[src/rtl/ir_run_sampler.sv]
module ir_run_sampler #(
  parameter int PRESCALE = 64,
  parameter int NOISE_W  = 6,
  parameter int IDLE_W   = 8
) (
  input  logic               clk,
  input  logic               rst_n,
  input  logic               glb_en,
  input  logic               rx_en,
  input  logic               invert,
  input  logic [NOISE_W-1:0] noise_thr,
  input  logic [IDLE_W-1:0]  idle_thr,
  input  logic               ir_in,
  output logic               code_wr,
  output logic [7:0]         code_data,
  output logic               pkt_end
);
  localparam int PRE_W  = (PRESCALE > 1) ? $clog2(PRESCALE) : 1;
  localparam int LEN_W  = 7;
  localparam int RUN_W  = LEN_W + 1;
  localparam int TOT_W  = RUN_W + 1;
  localparam int ALT_W  = NOISE_W + 1;
  localparam int MAXRUN = 2 ** LEN_W;

  logic [PRE_W-1:0] pre;
  logic             active, lvl;
  logic [RUN_W-1:0] run_len;
  logic [ALT_W-1:0] alt;

  logic             run_on, tick, smp, confirm, idle_hit, over;
  logic [ALT_W-1:0] alt_nx;
  logic [TOT_W-1:0] tot;
  logic [LEN_W-1:0] tot_len;

  assign run_on   = glb_en & rx_en;
  assign tick     = run_on && (pre == PRE_W'(PRESCALE - 1));
  assign smp      = ir_in ^ invert;
  assign alt_nx   = alt + ALT_W'(1);
  assign confirm  = alt_nx > ALT_W'(noise_thr);
  assign tot      = TOT_W'(run_len) + TOT_W'(alt) + TOT_W'(1);
  assign over     = tot > TOT_W'(MAXRUN);
  assign idle_hit = !lvl && (tot >= TOT_W'(idle_thr));
  assign tot_len  = over ? LEN_W'(MAXRUN - 1) : LEN_W'(tot - TOT_W'(1));

  always_ff @(posedge clk or negedge rst_n) begin
    if (!rst_n) begin
      pre       <= '0;
      active    <= 1'b0;
      lvl       <= 1'b0;
      run_len   <= '0;
      alt       <= '0;
      code_wr   <= 1'b0;
      code_data <= '0;
      pkt_end   <= 1'b0;
    end else begin
      code_wr <= 1'b0;
      pkt_end <= 1'b0;
      if (!run_on) begin
        pre     <= '0;
        active  <= 1'b0;
        lvl     <= 1'b0;
        run_len <= '0;
        alt     <= '0;
      end else begin
        pre <= tick ? '0 : pre + PRE_W'(1);
        if (tick) begin
          if (!active) begin
            if (smp) begin
              active  <= 1'b1;
              lvl     <= 1'b1;
              run_len <= RUN_W'(1);
              alt     <= '0;
            end
          end else if (smp == lvl) begin
            alt <= '0;
            if (idle_hit) begin
              code_wr   <= 1'b1;
              code_data <= {1'b0, tot_len};
              pkt_end   <= 1'b1;
              active    <= 1'b0;
              run_len   <= '0;
            end else if (over) begin
              code_wr   <= 1'b1;
              code_data <= {lvl, tot_len};
              run_len   <= RUN_W'(tot - TOT_W'(MAXRUN));
            end else begin
              run_len <= RUN_W'(tot);
            end
          end else if (confirm) begin
            code_wr   <= 1'b1;
            code_data <= {lvl, LEN_W'(run_len - RUN_W'(1))};
            lvl       <= smp;
            run_len   <= RUN_W'(alt_nx);
            alt       <= '0;
          end else begin
            alt <= alt_nx;
          end
        end
      end
    end
  end
endmodule

[config.mk]
export PLATFORM = sky130hd
export DESIGN_NAME = ir_run_sampler
export DESIGN_NICKNAME = d
export VERILOG_FILES = /design/src/rtl/ir_run_sampler.sv
export SDC_FILE = /design/constraint.sdc
export NUM_CORES = 1
export LEC_CHECK = 0
export BUFFER_PORTS_ARGS = -buffer_cell sky130_fd_sc_hd__buf_2
export CORE_UTILIZATION = 55
export DETAILED_ROUTE_END_ITERATION = 8
export HOLD_SLACK_MARGIN = 0.1
export PLACE_DENSITY = 0.76
export SETUP_SLACK_MARGIN = 0.2
export SLEW_MARGIN = 20
export SYNTH_ARGS = -nofsm -noshare
export SYNTH_HDL_FRONTEND = slang
export SYNTH_SLANG_ARGS = --single-unit
export TNS_END_PERCENT = 10
[constraint.sdc]
create_clock -name clk -period 3.9 [get_ports clk]
set_input_delay 0.39 -clock clk [delete_from_list [all_inputs] [get_ports clk]]
set_output_delay 0.39 -clock clk [all_outputs]
set_load 0.01 [all_outputs]
==> results of run 1 <==
==> layer usage <==
| layer | up-vias | track usage, % | part of all wire (%) |
|---|---|---|---|
| li1 | 1155 | - | - |
| met1 | 1120 | 33.6 | 43 |
| met2 | 77 | 46.8 | 50 |
| met3 | 10 | 5.27 | 5.1 |
| met4 | 0 | 9.56 | 1.9 |
| met5 | - | 0 | 0 |
==> final cells by class <==
type / count / share of cell area [%]
Tap cell: 52 / 2.15
Multi-Input combinational cell: 229 / 55.8
Timing Repair Buffer: 42 / 8.03
Sequential cell: 33 / 27.4
Clock buffer: 5 / 2.28
Inverter: 30 / 3.73
Clock inverter: 3 / 0.580
==> worst max-delay path: stages, from the launching register on <==
cell	delay, ns
dfrtp_1	0.39
inv_1	0.09
ha_2	0.22
fa_2	0.36
nand2b_4	0.16
a21oi_2	0.20
xnor2_2	0.16
inv_2	0.07
ha_1	0.29
o21a_1	0.17
a21oi_1	0.13
o21ai_1	0.10
o211ai_1	0.25
nand3_2	0.16
buf_4	0.18
a211o_1	0.29
a32o_1	0.25
==> per-stage QoR <==
step	utilization (%)	cell area (um^2)	instances	setup slack, ns
floorplan	-	2600	295	0.406
global placement	64.0	2840	379	0.283
detailed placement	64.0	2840	379	0.129
CTS	66.3	2950	389	0.309
global route	68.0	3020	394	0.134
finish	68.0	3020	394	0.316
==> how the worst min path moves through the flow <==
stage / endpoint / slack, ns / cells after the start
global placement: pre[0]$_DFF_PN0_ / 0.45 / 1
floorplan: active$_DFFE_PN0P_ / 0.09 / 0
finish: code_data[7]$_DFFE_PN0P_ / 0.16 / 1
CTS: code_data[7]$_DFFE_PN0P_ / 0.20 / 1
global route: run_len[7]$_DFFE_PN0P_ / 0.24 / 1
detailed placement: pre[0]$_DFF_PN0_ / 0.47 / 1
==> report_power, final <==
group	internal [W]	switching [W]	leakage [nW]
registers	0.000343	0.000000726	0.441
clock network	0.000123	0.000136	0.0439
logic	0.0000250	0.0000405	1.05
total	0.000491	0.000178	1.54
==> cell families (layout without fill, tap and decap cells) <==
kind of cell | Yosys count | after routing
AND/OR/NAND/NOR | 92 | 92
AO/OA/AOI/OAI | 83 | 83
flip-flops | 33 | 33
buffers and inverters | 33 | 80
adder cells (fa/ha/maj) | 25 | 25
XOR/XNOR | 25 | 25
multiplexers | 4 | 4
==> what timing repair did <==
action,in CTS,in global routing
pin swaps,1,5
buffers inserted,2,5
endpoints found under the hold margin,0,0
hold buffers,0,0
gates resized for setup,0,9
setup endpoints to repair,1,16
==> state kept, by name, indices dropped and copies added (netlist names) <==
name       cells
lvl            1
active         1
pre            6
code_data      8
code_wr        1
alt            7
pkt_end        1
run_len        8
==> synth_stat cells (4+ instances only) <==
cell type	count	area, um^2
a211o_1	5	43.8
a211oi_1	6	45.0
a21o_1	5	37.5
a21oi_1	13	65.1
and3_1	7	43.8
dfrtp_1	33	826
ha_1	24	300
inv_1	27	101
nand2_1	26	97.6
nand3_1	12	60.1
nand3b_1	5	37.5
nor2_1	20	75.1
nor2b_1	4	25.0
nor3_1	4	20.0
o21a_1	5	37.5
o21ai_0	7	35.0
o21ai_1	12	60.1
o221ai_1	4	35.0
xnor2_1	13	114
xor2_1	11	96.3
==> qor.txt, run 1 <==
Post-synthesis net count -> 340
Compound-cell area share of the yosys netlist -> 23.1%
RePlAce Congestion -> 0.853
Cell variety after synth -> 52
Worst VDD drop -> 0.192 mV
CTS Buf Count -> 5
Final worst-path cycle share -> 91.9%
Largest family of logic cells by synthesized area -> compound AO/OA/AOI/OAI gates
Via density per instance -> 5.99
Most common cell after layout, fill and taps aside -> dfrtp_1
XOR/XNOR Fraction of Synth Area -> 8.71%
Worst-Skew Late Latency -> 0.29 ns
Start point of the critical path -> run_len[0]$_DFFE_PN0P_
Synth Cell Area -> 2600 um^2
Outcome -> finished with violations
Yosys reg bits -> 33
Slew HR -> 49.8%
Area grow syn2layout -> 16.2%
Number of diodes -> 0
Syn_area_per_cell -> 8.81 um^2
DPL Wire Length -> 4730 um
Post-synth ARST share -> 100%
Starting density of the core -> 58.5%
Critical Path End Type -> register
Vias in the first global route -> 2333
Htree depth -> 2
Register area share after synthesis -> 31.8%
Final setup TNS -> 0 ns
CTS Buffer Depth -> 2
Port buffer count -> 29
Unrepaired setup endpoints after global routing -> no
Simple-gate share of the synthesized area -> 17.8%
Nets@finish -> 386
CTS tree -> done
Register area -> 828 um^2
R2r setup slk -> 0.32 ns
Leak -> 1.54 nW
Overall Power -> 0.000669 W
Mapped Cells -> 295
Pins Over Slew Limit -> 0
Post-synth top flop -> dfrtp_1
Number of synthesized flops with an enable pin -> 0
Die area -> 5010 um^2
Num ports -> 30
Drt total wl -> 6290 um
Clock transition at the registers of the reported paths -> 0.07 ns
Adder-cell area share of the yosys netlist -> 12.3%
CP Class -> register to register
Clock Root Buffer -> clkbuf_8
Global-route usage over all layers -> 27.0%
Layout filler cell count -> 380
Height of the die -> 70.8 um
Row count -> 24
Largest net degree at the start of global routing -> 34
Hold slack -> 0.165 ns
TritonCTS Sinks -> 33
Data required time of the worst path -> 4.08 ns
Residual DRC count -> 4
Power Density -> 221 nW/um^2
Critical R2R Capture -> code_data[0]$_DFFE_PN0P_
Worst setup endpoint -> code_data[0]$_DFFE_PN0P_
Hold Path Class -> input pin to async pin
Worst-Margin Slew -> 0.752 ns
Setup Viol. Count Final -> 0
DRT iter0 DRCs -> 129
Synth warn -> 0
F_max -> 279 MHz
Share of cells above drive strength 1 -> 19.6%
Failing checks -> design-rule violations
Max Cap Viol -> 0
Crit-path max FO -> 4
First-pass GRT wire length -> 10600 um
Most frequent cells in the layout -> 31 x dfrtp_1, 29 x buf_2, 27 x inv_1
Vias -> 2362
Final Hold Violating Endpoints -> 0
Startpoint types -> register
Overflow after GRT -> 0
Initial antenna violation count -> 0
DRT antenna net count -> 0
Core region area -> 4440 um^2
Multi-input gate area -> 1690 um^2
Die Wd -> 70.8 um
DRT Pass-1 Iters -> 6
Avg WL per Cell -> 16.0 um
RR Startpoint -> run_len[0]$_DFFE_PN0P_
Post-layout min period -> 3.58 ns
Multiplexer area fraction after synthesis -> 1.59%
Data arrival, critical path -> 3.76 ns
Clock skew -> 0.00392 ns
Worst reg-to-reg path cell count -> 16
No activity file was read; power rests on OpenSTA's default activity.
==> inputs of run 2 (changes only) <==
- BUFFER_PORTS_ARGS: -buffer_cell sky130_fd_sc_hd__buf_2 -> -buffer_cell sky130_fd_sc_hd__clkbuf_2
==> qor.txt, run 2 (synthesis gave the netlist of run 1 again) <==
Outcome -> finished with violations
Failing checks -> design-rule violations
Core region area -> 4440 um^2
Hold Path Class -> input pin to async pin
Data required time of the worst path -> 4.08 ns
Die Wd -> 70.8 um
DPL Wire Length -> 4670 um
Start point of the critical path -> run_len[0]$_DFFE_PN0P_
Setup ws final -> 0.404 ns
Clock transition at the registers of the reported paths -> 0.07 ns
Most common cell after layout, fill and taps aside -> dfrtp_1
Num ports -> 30
DRT Pass-1 Iters -> 6
Top Registers -> code_data x8, run_len x8, alt x7
Clock skew -> 0.00623 ns
Initial antenna violation count -> 0
Pre-CTS setup slack -> 0.116 ns
Avg WL per Cell -> 15.6 um
Unrepaired setup endpoints after global routing -> no
Slew HR -> 43.5%
Final Non-Filler Cells -> 392
DRT iter0 DRCs -> 131
Leak -> 1.52 nW
DRT antenna net count -> 0
Height of the die -> 70.8 um
CP Class -> register to register
Layout filler cell count -> 393
Share of cells above drive strength 1 -> 20.3%
Die area -> 5010 um^2
Buf/Inv on CP -> 2
Critical Path End Type -> register
Placed cells -> 379
Starting density of the core -> 58.5%
Post-CTS Hold Fix Bufs -> 0
Global-route usage over all layers -> 26.3%
Final worst-path cycle share -> 89.6%
F_max -> 286 MHz
Multi-input gate area -> 1720 um^2
RR Startpoint -> run_len[0]$_DFFE_PN0P_
Post-layout util -> 68.4%
CP top delay family -> compound AO/OA/AOI/OAI gates
Vias -> 2353
CTS Buf Count -> 5
Clock Root Buffer -> clkbuf_8
RePlAce Congestion -> 0.859
Drt total wl -> 6130 um
Residual DRC count -> 4
CTS tree -> done
Port buffer count -> 29
Area grow syn2layout -> 17.0%
Setup Viol. Count Final -> 0
Overflow after GRT -> 0
TritonCTS Sinks -> 33
Final Hold Violating Endpoints -> 0
Crit-path max FO -> 6
Via density per instance -> 6.00
Data arrival, critical path -> 3.68 ns
Slowest stage delay, CP -> 0.38 ns
Register area -> 826 um^2
Most frequent cells in the layout -> 33 x dfrtp_1, 29 x clkbuf_2, 27 x inv_1
Pins Over Slew Limit -> 0
Vias in the first global route -> 2262
Post-layout min period -> 3.50 ns
Critical path's slowest cell -> dfrtp_1
Max Cap Viol -> 0
Startpoint types -> register
Final setup TNS -> 0 ns
CTS Buffer Depth -> 2
Nets@finish -> 384
Htree depth -> 2
Worst-Margin Slew -> 0.848 ns
First-pass GRT wire length -> 10200 um
Power Density -> 220 nW/um^2
Crit path cell chain -> inv_1, ha_2, fa_2, nand2b_4, a21oi_4, xnor2_2, inv_2, ha_4, a211o_1, a21oi_2, o21ai_1, o211ai_1, nand3_2, o31ai_4, mux2_1
Largest net degree at the start of global routing -> 34
Row count -> 24
Worst-Skew Late Latency -> 0.30 ns
Worst VDD drop -> 0.202 mV
Number of diodes -> 0
[run 2: changes by cell type in the layout (fill, tap and decap cells not counted), moves of 2 or more]
| cell | before | now |
|---|---|---|
| ha_1 | 22 | 18 |
| clkbuf_2 | 0 | 29 |
| ha_2 | 1 | 4 |
| buf_2 | 29 | 0 |
| buf_4 | 13 | 11 |
| dfrtp_1 | 31 | 33 |
| dfrtp_2 | 2 | 0 |
[run 2: through the flow]
step	instance area, um^2	power [W]	hold slack (ns)
after CTS	2950	0.000672	0.221
after detailed placement	2840	0.000415	0.470
final	3040	0.000669	0.190
after global placement	2840	0.000415	0.448
after floorplan	2600	0.000388	0.0944
after global routing	3040	0.000695	0.262
[run 2: path summary, 6_finish.rpt]
check	end	slack [ns]	cells past startpoint
max	code_data[7]$_DFFE_PN0P_	0.40	15
min	run_len[7]$_DFFE_PN0P_	0.19	1
max reg2reg	code_data[7]$_DFFE_PN0P_	0.40	15
min reg2reg	pre[0]$_DFF_PN0_	0.47	1
max in group asynchronous	active$_DFFE_PN0P_	3.18	1
min in group clk	active$_DFFE_PN0P_	0.46	3
[run 2: layer usage]
layer | track usage [%] | wire [um] | vias to the layer above
li1 | - | - | 1155
met1 | 32.7 | 2750 | 1122
met2 | 44.9 | 2990 | 61
met3 | 4.70 | 244 | 15
met4 | 11.6 | 147 | 0
met5 | 0 | 0 | -
[run 2: layout make-up]
| cell class | instances | area share, % |
|---|---|---|
| clock inverters | 3 | 0.576 |
| clock buffers | 5 | 2.26 |
| flip-flops and latches | 33 | 27.1 |
| multi-input cells | 229 | 56.7 |
| repair buffers | 40 | 7.49 |
| well taps | 52 | 2.14 |
| inverters | 30 | 3.70 |
[run 2: what timing repair did]
action / in CTS / in global routing
setup endpoints to repair: 1 / 16
resized for setup: 0 / 15
cloned: 0 / 0
pin swaps: 1 / 5
setup buffers: 2 / 3
[run 2: power by group]
part / switching, W / internal [W]
Clock: 0.000136 / 0.000123
Sequential: 0.000000699 / 0.000343
Combinational: 0.0000408 / 0.0000253
